--- src/rtl/fpsq_pkg.sv ---
package fpsq_pkg;
  localparam int EXP_W     = 8;
  localparam int FRAC_W    = 23;
  localparam int WORD_W    = 1 + EXP_W + FRAC_W;
  localparam int MANT_W    = FRAC_W + 1;
  localparam int LZ_W      = $clog2(MANT_W + 1);
  localparam int SEXP_W    = EXP_W + 2;
  localparam int BIAS      = (1 << (EXP_W - 1)) - 1;
  localparam int EMIN      = 1 - BIAS;
  localparam int ROOT_W    = MANT_W + 2;
  localparam int RAD_W     = 2 * ROOT_W;
  localparam int REM_W     = ROOT_W + 4;
  localparam int DIGITS    = 2;
  localparam int ROOT_STAGES = ROOT_W / DIGITS;
  localparam int FRONT_STAGES = 3;
  localparam int LATENCY   = FRONT_STAGES + ROOT_STAGES + 1;
  localparam logic [WORD_W-1:0] QNAN_WORD = 32'h7FC0_0000;
  localparam logic [WORD_W-1:0] PINF_WORD = 32'h7F80_0000;

  typedef enum logic [2:0] {
    K_FINITE  = 3'd0,
    K_ZERO    = 3'd1,
    K_INF     = 3'd2,
    K_NAN     = 3'd3,
    K_INVALID = 3'd4
  } kind_e;

  typedef struct packed {
    kind_e kind;
    logic  sign;
  } tag_t;

  typedef struct packed {
    logic [REM_W-1:0]  rem;
    logic [ROOT_W-1:0] q;
  } root_pair_t;

  // Number of zeros above the leading one of a mantissa field.
  function automatic logic [LZ_W-1:0] lead_zeros(input logic [MANT_W-1:0] v);
    logic [LZ_W-1:0] n;
    logic            hit;
    n   = '0;
    hit = 1'b0;
    for (int i = MANT_W - 1; i >= 0; i--) begin
      if (!hit) begin
        if (v[i]) hit = 1'b1;
        else      n   = n + 1'b1;
      end
    end
    return n;
  endfunction

  // One radix-2 root step: bring in two radicand bits, try subtracting 4q+1.
  function automatic root_pair_t root_bit(input root_pair_t cur, input logic [1:0] dig);
    root_pair_t       nxt;
    logic [REM_W-1:0] sh;
    logic [REM_W-1:0] trial;
    sh    = {cur.rem[REM_W-3:0], dig};
    trial = {{(REM_W-ROOT_W-2){1'b0}}, cur.q, 2'b01};
    if (sh >= trial) begin
      nxt.rem = sh - trial;
      nxt.q   = {cur.q[ROOT_W-2:0], 1'b1};
    end else begin
      nxt.rem = sh;
      nxt.q   = {cur.q[ROOT_W-2:0], 1'b0};
    end
    return nxt;
  endfunction

  // Round-to-nearest-even increment from the root's guard and sticky bits.
  function automatic logic round_up(input root_pair_t p);
    logic guard;
    logic sticky;
    guard  = p.q[ROOT_W-MANT_W-1];
    sticky = (|p.q[ROOT_W-MANT_W-2:0]) | (|p.rem);
    return guard & (sticky | p.q[ROOT_W-MANT_W]);
  endfunction
endpackage

--- src/rtl/fpsq_normalize.sv ---
module fpsq_normalize
  import fpsq_pkg::*;
(
  input  logic                     clk,
  input  logic                     rst_n,
  input  logic                     in_valid,
  input  logic [WORD_W-1:0]        in_data,
  output logic                     out_valid,
  output tag_t                     out_tag,
  output logic [MANT_W-1:0]        out_mant,
  output logic signed [SEXP_W-1:0] out_exp
);
  logic                     sgn;
  logic [EXP_W-1:0]         bexp;
  logic [FRAC_W-1:0]        frac;
  logic [MANT_W-1:0]        mant_raw;
  logic [LZ_W-1:0]          lz;
  tag_t                     tag_c;
  logic [MANT_W-1:0]        mant_c;
  logic signed [SEXP_W-1:0] exp_c;

  always_comb begin
    sgn  = in_data[WORD_W-1];
    bexp = in_data[WORD_W-2 -: EXP_W];
    frac = in_data[FRAC_W-1:0];
    tag_c.sign = sgn;
    if (&bexp) begin
      if (|frac)    tag_c.kind = K_NAN;
      else if (sgn) tag_c.kind = K_INVALID;
      else          tag_c.kind = K_INF;
    end else if (bexp == '0 && frac == '0) begin
      tag_c.kind = K_ZERO;
    end else if (sgn) begin
      tag_c.kind = K_INVALID;
    end else begin
      tag_c.kind = K_FINITE;
    end
    mant_raw = {(bexp != '0), frac};
    lz       = (bexp == '0) ? lead_zeros(mant_raw) : '0;
    mant_c   = mant_raw << lz;
    if (bexp == '0)
      exp_c = SEXP_W'(EMIN) - $signed({{(SEXP_W-LZ_W){1'b0}}, lz});
    else
      exp_c = $signed({{(SEXP_W-EXP_W){1'b0}}, bexp}) - SEXP_W'(BIAS);
  end

  always_ff @(posedge clk or negedge rst_n) begin
    if (!rst_n) out_valid <= 1'b0;
    else        out_valid <= in_valid;
  end

  always_ff @(posedge clk) begin
    out_tag  <= tag_c;
    out_mant <= mant_c;
    out_exp  <= exp_c;
  end
endmodule

--- src/rtl/fpsq_align.sv ---
module fpsq_align
  import fpsq_pkg::*;
(
  input  logic                     clk,
  input  logic                     rst_n,
  input  logic                     in_valid,
  input  tag_t                     in_tag,
  input  logic [MANT_W-1:0]        in_mant,
  input  logic signed [SEXP_W-1:0] in_exp,
  output logic                     out_valid,
  output tag_t                     out_tag,
  output logic [EXP_W-1:0]         out_exp,
  output logic [RAD_W-1:0]         out_rad
);
  logic                     odd;
  logic signed [SEXP_W-1:0] e_even;
  logic signed [SEXP_W-1:0] e_res;
  logic [RAD_W-1:0]         rad_c;

  always_comb begin
    odd    = in_exp[0];
    e_even = in_exp - $signed({{(SEXP_W-1){1'b0}}, odd});
    e_res  = (e_even >>> 1) + SEXP_W'(BIAS);
    if (odd) rad_c = {in_mant, {(RAD_W-MANT_W){1'b0}}};
    else     rad_c = {1'b0, in_mant, {(RAD_W-MANT_W-1){1'b0}}};
  end

  always_ff @(posedge clk or negedge rst_n) begin
    if (!rst_n) out_valid <= 1'b0;
    else        out_valid <= in_valid;
  end

  always_ff @(posedge clk) begin
    out_tag <= in_tag;
    out_exp <= e_res[EXP_W-1:0];
    out_rad <= rad_c;
  end
endmodule

--- src/rtl/fpsq_root_stage.sv ---
module fpsq_root_stage
  import fpsq_pkg::*;
#(
  parameter int STEPS = DIGITS
) (
  input  logic             clk,
  input  logic             rst_n,
  input  logic             in_valid,
  input  tag_t             in_tag,
  input  logic [EXP_W-1:0] in_exp,
  input  logic [RAD_W-1:0] in_rad,
  input  root_pair_t       in_rp,
  output logic             out_valid,
  output tag_t             out_tag,
  output logic [EXP_W-1:0] out_exp,
  output logic [RAD_W-1:0] out_rad,
  output root_pair_t       out_rp
);
  root_pair_t       p;
  logic [RAD_W-1:0] r;

  always_comb begin
    p = in_rp;
    r = in_rad;
    for (int k = 0; k < STEPS; k++) begin
      p = root_bit(p, r[RAD_W-1 -: 2]);
      r = {r[RAD_W-3:0], 2'b00};
    end
  end

  always_ff @(posedge clk or negedge rst_n) begin
    if (!rst_n) out_valid <= 1'b0;
    else        out_valid <= in_valid;
  end

  always_ff @(posedge clk) begin
    out_tag <= in_tag;
    out_exp <= in_exp;
    out_rad <= r;
    out_rp  <= p;
  end
endmodule

--- src/rtl/fpsq_round.sv ---
module fpsq_round
  import fpsq_pkg::*;
(
  input  logic              clk,
  input  logic              rst_n,
  input  logic              in_valid,
  input  tag_t              in_tag,
  input  logic [EXP_W-1:0]  in_exp,
  input  root_pair_t        in_rp,
  output logic              out_valid,
  output logic [WORD_W-1:0] out_data,
  output logic              out_invalid
);
  logic [WORD_W-2:0] mag;
  logic [WORD_W-1:0] res_c;

  always_comb begin
    mag = {in_exp, in_rp.q[ROOT_W-2 -: FRAC_W]} + {{(WORD_W-2){1'b0}}, round_up(in_rp)};
    unique case (in_tag.kind)
      K_ZERO:   res_c = {in_tag.sign, {(WORD_W-1){1'b0}}};
      K_INF:    res_c = PINF_WORD;
      K_FINITE: res_c = {1'b0, mag};
      default:  res_c = QNAN_WORD;
    endcase
  end

  always_ff @(posedge clk or negedge rst_n) begin
    if (!rst_n) begin
      out_valid   <= 1'b0;
      out_invalid <= 1'b0;
    end else begin
      out_valid   <= in_valid;
      out_invalid <= in_valid && (in_tag.kind == K_INVALID);
    end
  end

  always_ff @(posedge clk) out_data <= res_c;
endmodule

--- src/rtl/fp_sqrt_pipe.sv ---
module fp_sqrt_pipe
  import fpsq_pkg::*;
(
  input  logic        clk,
  input  logic        rst_n,
  input  logic        in_valid,
  input  logic [31:0] in_data,
  output logic        out_valid,
  output logic [31:0] out_data,
  output logic        out_invalid
);
  logic              s0_valid;
  logic [WORD_W-1:0] s0_data;

  always_ff @(posedge clk or negedge rst_n) begin
    if (!rst_n) s0_valid <= 1'b0;
    else        s0_valid <= in_valid;
  end

  always_ff @(posedge clk) s0_data <= in_data;

  logic                     norm_valid;
  tag_t                     norm_tag;
  logic [MANT_W-1:0]        norm_mant;
  logic signed [SEXP_W-1:0] norm_exp;

  fpsq_normalize u_norm (
    .clk(clk), .rst_n(rst_n),
    .in_valid(s0_valid), .in_data(s0_data),
    .out_valid(norm_valid), .out_tag(norm_tag),
    .out_mant(norm_mant), .out_exp(norm_exp)
  );

  logic              al_valid;
  tag_t              al_tag;
  logic [EXP_W-1:0]  al_exp;
  logic [RAD_W-1:0]  al_rad;

  fpsq_align u_align (
    .clk(clk), .rst_n(rst_n),
    .in_valid(norm_valid), .in_tag(norm_tag),
    .in_mant(norm_mant), .in_exp(norm_exp),
    .out_valid(al_valid), .out_tag(al_tag),
    .out_exp(al_exp), .out_rad(al_rad)
  );

  logic             v_s   [0:ROOT_STAGES];
  tag_t             tag_s [0:ROOT_STAGES];
  logic [EXP_W-1:0] exp_s [0:ROOT_STAGES];
  logic [RAD_W-1:0] rad_s [0:ROOT_STAGES];
  root_pair_t       rp_s  [0:ROOT_STAGES];

  assign v_s[0]   = al_valid;
  assign tag_s[0] = al_tag;
  assign exp_s[0] = al_exp;
  assign rad_s[0] = al_rad;
  assign rp_s[0]  = '0;

  for (genvar g = 0; g < ROOT_STAGES; g++) begin : g_root
    fpsq_root_stage #(.STEPS(DIGITS)) u_stage (
      .clk(clk), .rst_n(rst_n),
      .in_valid(v_s[g]), .in_tag(tag_s[g]), .in_exp(exp_s[g]),
      .in_rad(rad_s[g]), .in_rp(rp_s[g]),
      .out_valid(v_s[g+1]), .out_tag(tag_s[g+1]), .out_exp(exp_s[g+1]),
      .out_rad(rad_s[g+1]), .out_rp(rp_s[g+1])
    );
  end

  // Named observation points for the checker.
  kind_e      norm_kind_w;
  logic       root_last_valid_w;
  root_pair_t root_last_w;
  assign norm_kind_w       = norm_tag.kind;
  assign root_last_valid_w = v_s[ROOT_STAGES];
  assign root_last_w       = rp_s[ROOT_STAGES];

  fpsq_round u_round (
    .clk(clk), .rst_n(rst_n),
    .in_valid(v_s[ROOT_STAGES]), .in_tag(tag_s[ROOT_STAGES]),
    .in_exp(exp_s[ROOT_STAGES]), .in_rp(rp_s[ROOT_STAGES]),
    .out_valid(out_valid), .out_data(out_data), .out_invalid(out_invalid)
  );
endmodule

--- config.mk ---
export PLATFORM = sky130hd
export DESIGN_NAME = fp_sqrt_pipe
export DESIGN_NICKNAME = d
export VERILOG_FILES = /design/src/rtl/fpsq_pkg.sv /design/src/rtl/fpsq_normalize.sv /design/src/rtl/fpsq_align.sv /design/src/rtl/fpsq_root_stage.sv /design/src/rtl/fpsq_round.sv /design/src/rtl/fp_sqrt_pipe.sv
export SDC_FILE = /design/constraint.sdc
export NUM_CORES = 2
export LEC_CHECK = 0
export BUFFER_PORTS_ARGS = -buffer_cell sky130_fd_sc_hd__buf_2
export CAP_MARGIN = 0
export CORE_ASPECT_RATIO = 1.4
export CORE_UTILIZATION = 25
export CTS_BUF_LIST = sky130_fd_sc_hd__clkbuf_8
export DETAILED_ROUTE_END_ITERATION = 10
export GPL_TIMING_DRIVEN = 0
export PLACE_DENSITY = 0.49
export SLEW_MARGIN = 20
export SYNTH_ARGS = -nofsm -noshare
export SYNTH_HDL_FRONTEND = slang
export SYNTH_SLANG_ARGS = --single-unit
--- constraint.sdc ---
create_clock -name clk -period 34 [get_ports clk]
set_input_delay 6.8 -clock clk [delete_from_list [all_inputs] [get_ports clk]]
set_output_delay 6.8 -clock clk [all_outputs]
set_load 0.01 [all_outputs]
==> impl_results.md <==
* Fin. max-slew vios at 0
* Ys async rst share at 2.00%
* Status: completed
* Element type at the critical path start: flip-flop
* Critical path data arrival time at 15390 ps
* EDFF count, synth at 0
* Post-Place Cells at 7850
* Setup TNS at 0 ps
* Grt ovf at 0
* # hold bufs at CTS at 0
* Mean Syn Cell Area at 8.79 µm²
* Core area at 186000 µm²
* Largest area contributor in the netlist: dfxtp_1
* CTS Buffer Depth at 3
* I/O Buffers at 68
* Post-Syn Area at 46800 µm²
* Yosys cell types at 101
* Remaining antenna violation count after routing at 0
* Hold crit path type: flip-flop to flip-flop
* Most common cell in the netlist: dfxtp_1
* PD cells at 64.7 nW/µm²
* Sequential power share at 39.5%
* Num ports at 69
* Die area at 189000 µm²
* Vias in the first global route at 38226
* Total Wirelength at 113000 µm
* Max transition margin at 24.6%
* Vias per cell at 4.51
* Pre-antenna DRT Iters at 5
* Clk pwr share at 28.5%
* Clock sinks at 901
* Combinational share of power at 32.0%
* Post-CTS setup buffers at 0
* Syn Inst Count at 5322
* Switching share of total power at 34.0%
* FF-to-FF path depth at 64
* Max-Cap Viols at 0
* Slowest CP cell: a2111oi_1
* Routed len/inst at 13.9 µm
* Max H-tree Level at 4
* Most used cell, CP: ha_1
* NetSw at 1170 µW
* DIE HEIGHT at 514 µm
* Yosys warnings at 0
* Post-synth top cells: 883 x dfxtp_1, 473 x nor2_1, 449 x nand2_1
* Skew final at 70.4 ps
* Final Cycle Share at 43.2%
* Crit. End Element: flip-flop
* Fin cells at 8125
* Final worst slack at 19320 ps
* CP max stage delay at 820 ps
* Worst-Margin Slew at 1120 ps
* Die W at 368 µm
* Prevailing post-synth register cell: dfxtp_1
* Largest net degree at the start of global routing at 19
* Proportion of layout cells with a drive suffix above 1 at 9.09%
* Design Power at 3450 µW
* Row cnt at 187
* CTS Root Cell: clkbuf_8
* Dpl hpwl at 92200 µm
* Antenna violations before repair at 2
* LEAKAGE at 0.0234 µW
* CP required at 34710 ps
* Clk slew on worst S/H paths at 60 ps
* Via count at 36655
* Unrepaired setup endpoints after global routing: false
* CTS tree: done
* Final #Nets at 5965
* Fill cells at 19828
* Max Freq at 0.0681 GHz
* Final Hold Violating Endpoints at 0
* CTS Buf Count at 155
* Final setup fails at 0
* Synth-to-Final Area Change at 14.1%
* 1st-iter DRT viols at 1255
* Min Tclk post-route at 14680 ps
* Critical path class: flip-flop to flip-flop
* Register bit count reported by yosys at 901
* Pint at 2280 µW
* All-Layer GR Usage at 12.0%
* Post-synthesis sequential area ratio at 38.8%
* Worst vdd ir at 0.0395 mV
* First-pass GRT wire length at 184000 µm
* Clock Latency Late Sink at 910 ps
* Finished Core Util at 28.8%
* Worst slack, placed at 19440 ps
* GPL Wtd Cong at 0.856
* Worst hold path stage count at 0
* CP Max Fanout at 10
* Initial core utilization at 25.2%
* PostCTS Resize Cnt at 0
* Area contributors post-synth: dfxtp_1 38%, ha_1 9.8%, xnor2_1 5.4%
* Top cell type's share of synthesized area at 37.8%
* Drt drc at 0
[cell families after synthesis]
logic type / Yosys count / synth area share (%)
mux: 186 / 4.32
fa+ha+maj: 384 / 10.5
compound gates: 1140 / 15.0
buf+inv: 518 / 4.22
xor+xnor: 492 / 9.47
flops: 901 / 38.8
other cells: 2 / 0.0161
simple gates: 1699 / 17.7
[state kept, by name (all words and copies together) (netlist names)]
register,flops
u_round.out_invalid,1
u_align.out_rad,25
u_align.out_valid,1
g_root.u_stage.out_tag,52
g_root.u_stage.out_valid,13
u_norm.out_mant,24
g_root.u_stage.out_exp,104
s0_data,32
u_align.out_exp,8
g_root.u_stage.out_rp,523
u_round.out_valid,1
u_norm.out_valid,1
u_round.out_data,32
u_norm.out_exp,9
g_root.u_stage.out_rad,66
u_align.out_tag,4
u_norm.out_tag,4
s0_valid,1
[layer usage]
metal | GRT usage [%] | wire, µm | vias to the layer above
met5 | 0 | 0 | -
met4 | 6.29 | 5500 | 0
met3 | 2.16 | 3480 | 280
met2 | 24.6 | 63100 | 587
met1 | 10.7 | 41200 | 16838
li1 | - | - | 18950
[final cells by class]
| class | instances | area (µm²) | area share [%] |
|---|---|---|---|
| multi-input combinational | 3906 | 26700 | 50.0 |
| sequential | 901 | 18100 | 34.0 |
| tap | 2457 | 3070 | 5.76 |
| clock buffer | 183 | 2520 | 4.72 |
| inverter | 389 | 1460 | 2.74 |
| clock inverter | 91 | 659 | 1.24 |
| buffer | 129 | 512 | 0.959 |
| timing repair buffer | 68 | 340 | 0.638 |
| antenna | 1 | 2.50 | 0.00469 |
[metrics by stage]
stage,hold WS [ps],instance area [µm²]
after floorplan,310,46800
after global placement,310,50200
after detailed placement,312,50200
after CTS,266,53400
after global routing,276,53400
final,265,53400
[cell usage in the layout (no fill, tap or decap), types with 56 or more instances in the layout]
master and n:
ha_1 367, a21oi_1 334, xnor2_1 290, nand2_1 449, xor2_1 192, inv_1 438, clkbuf_1 108, dfxtp_1 883
nor2_1 473, o31ai_1 60, mux2_2 122, nor4_1 56, nor2b_1 67, nand3_1 121, a21o_1 64, clkbuf_8 183
nor3_1 132, mux2i_1 60, o21ai_0 326, buf_2 78, nand2b_1 74
[worst max-delay path: cells and delay by family, from the launching register on]
kind,cells,cell delay [ps]
flops,1,360
mux,4,520
buf+inv,6,1420
fa+ha+maj,13,3610
compound gates,21,5470
simple gates,20,3140
[path summary, 6_finish.rpt]
kind,startpoint,to,slack [ps]
setup reg to reg,s0_data[23]$_DFF_P_,u_norm.out_exp[4]$_DFF_P_,19320
hold reg to reg,u_align.out_exp[1]$_DFF_P_,g_root[0].u_stage.out_exp[1]$_DFF_P_,270
setup / recovery,s0_data[23]$_DFF_P_,u_norm.out_exp[4]$_DFF_P_,19320
min in group asynchronous,rst_n,s0_valid$_DFF_PN0_,5890
hold / removal,u_align.out_exp[1]$_DFF_P_,g_root[0].u_stage.out_exp[1]$_DFF_P_,270
max in group asynchronous,rst_n,g_root[11].u_stage.out_valid$_DFF_PN0_,27600
[power groups by stage]
stage	clock network [µW]	registers, µW	logic [µW]
6_report	983	1360	1100
5_1_grt	1080	1390	1240
4_1_cts	1030	1370	1110
3_5_place_dp	0	1390	1100
3_3_place_gp	0	1380	1090
2_1_floorplan	0	1360	873
Power figures use the tool's default switching activity.
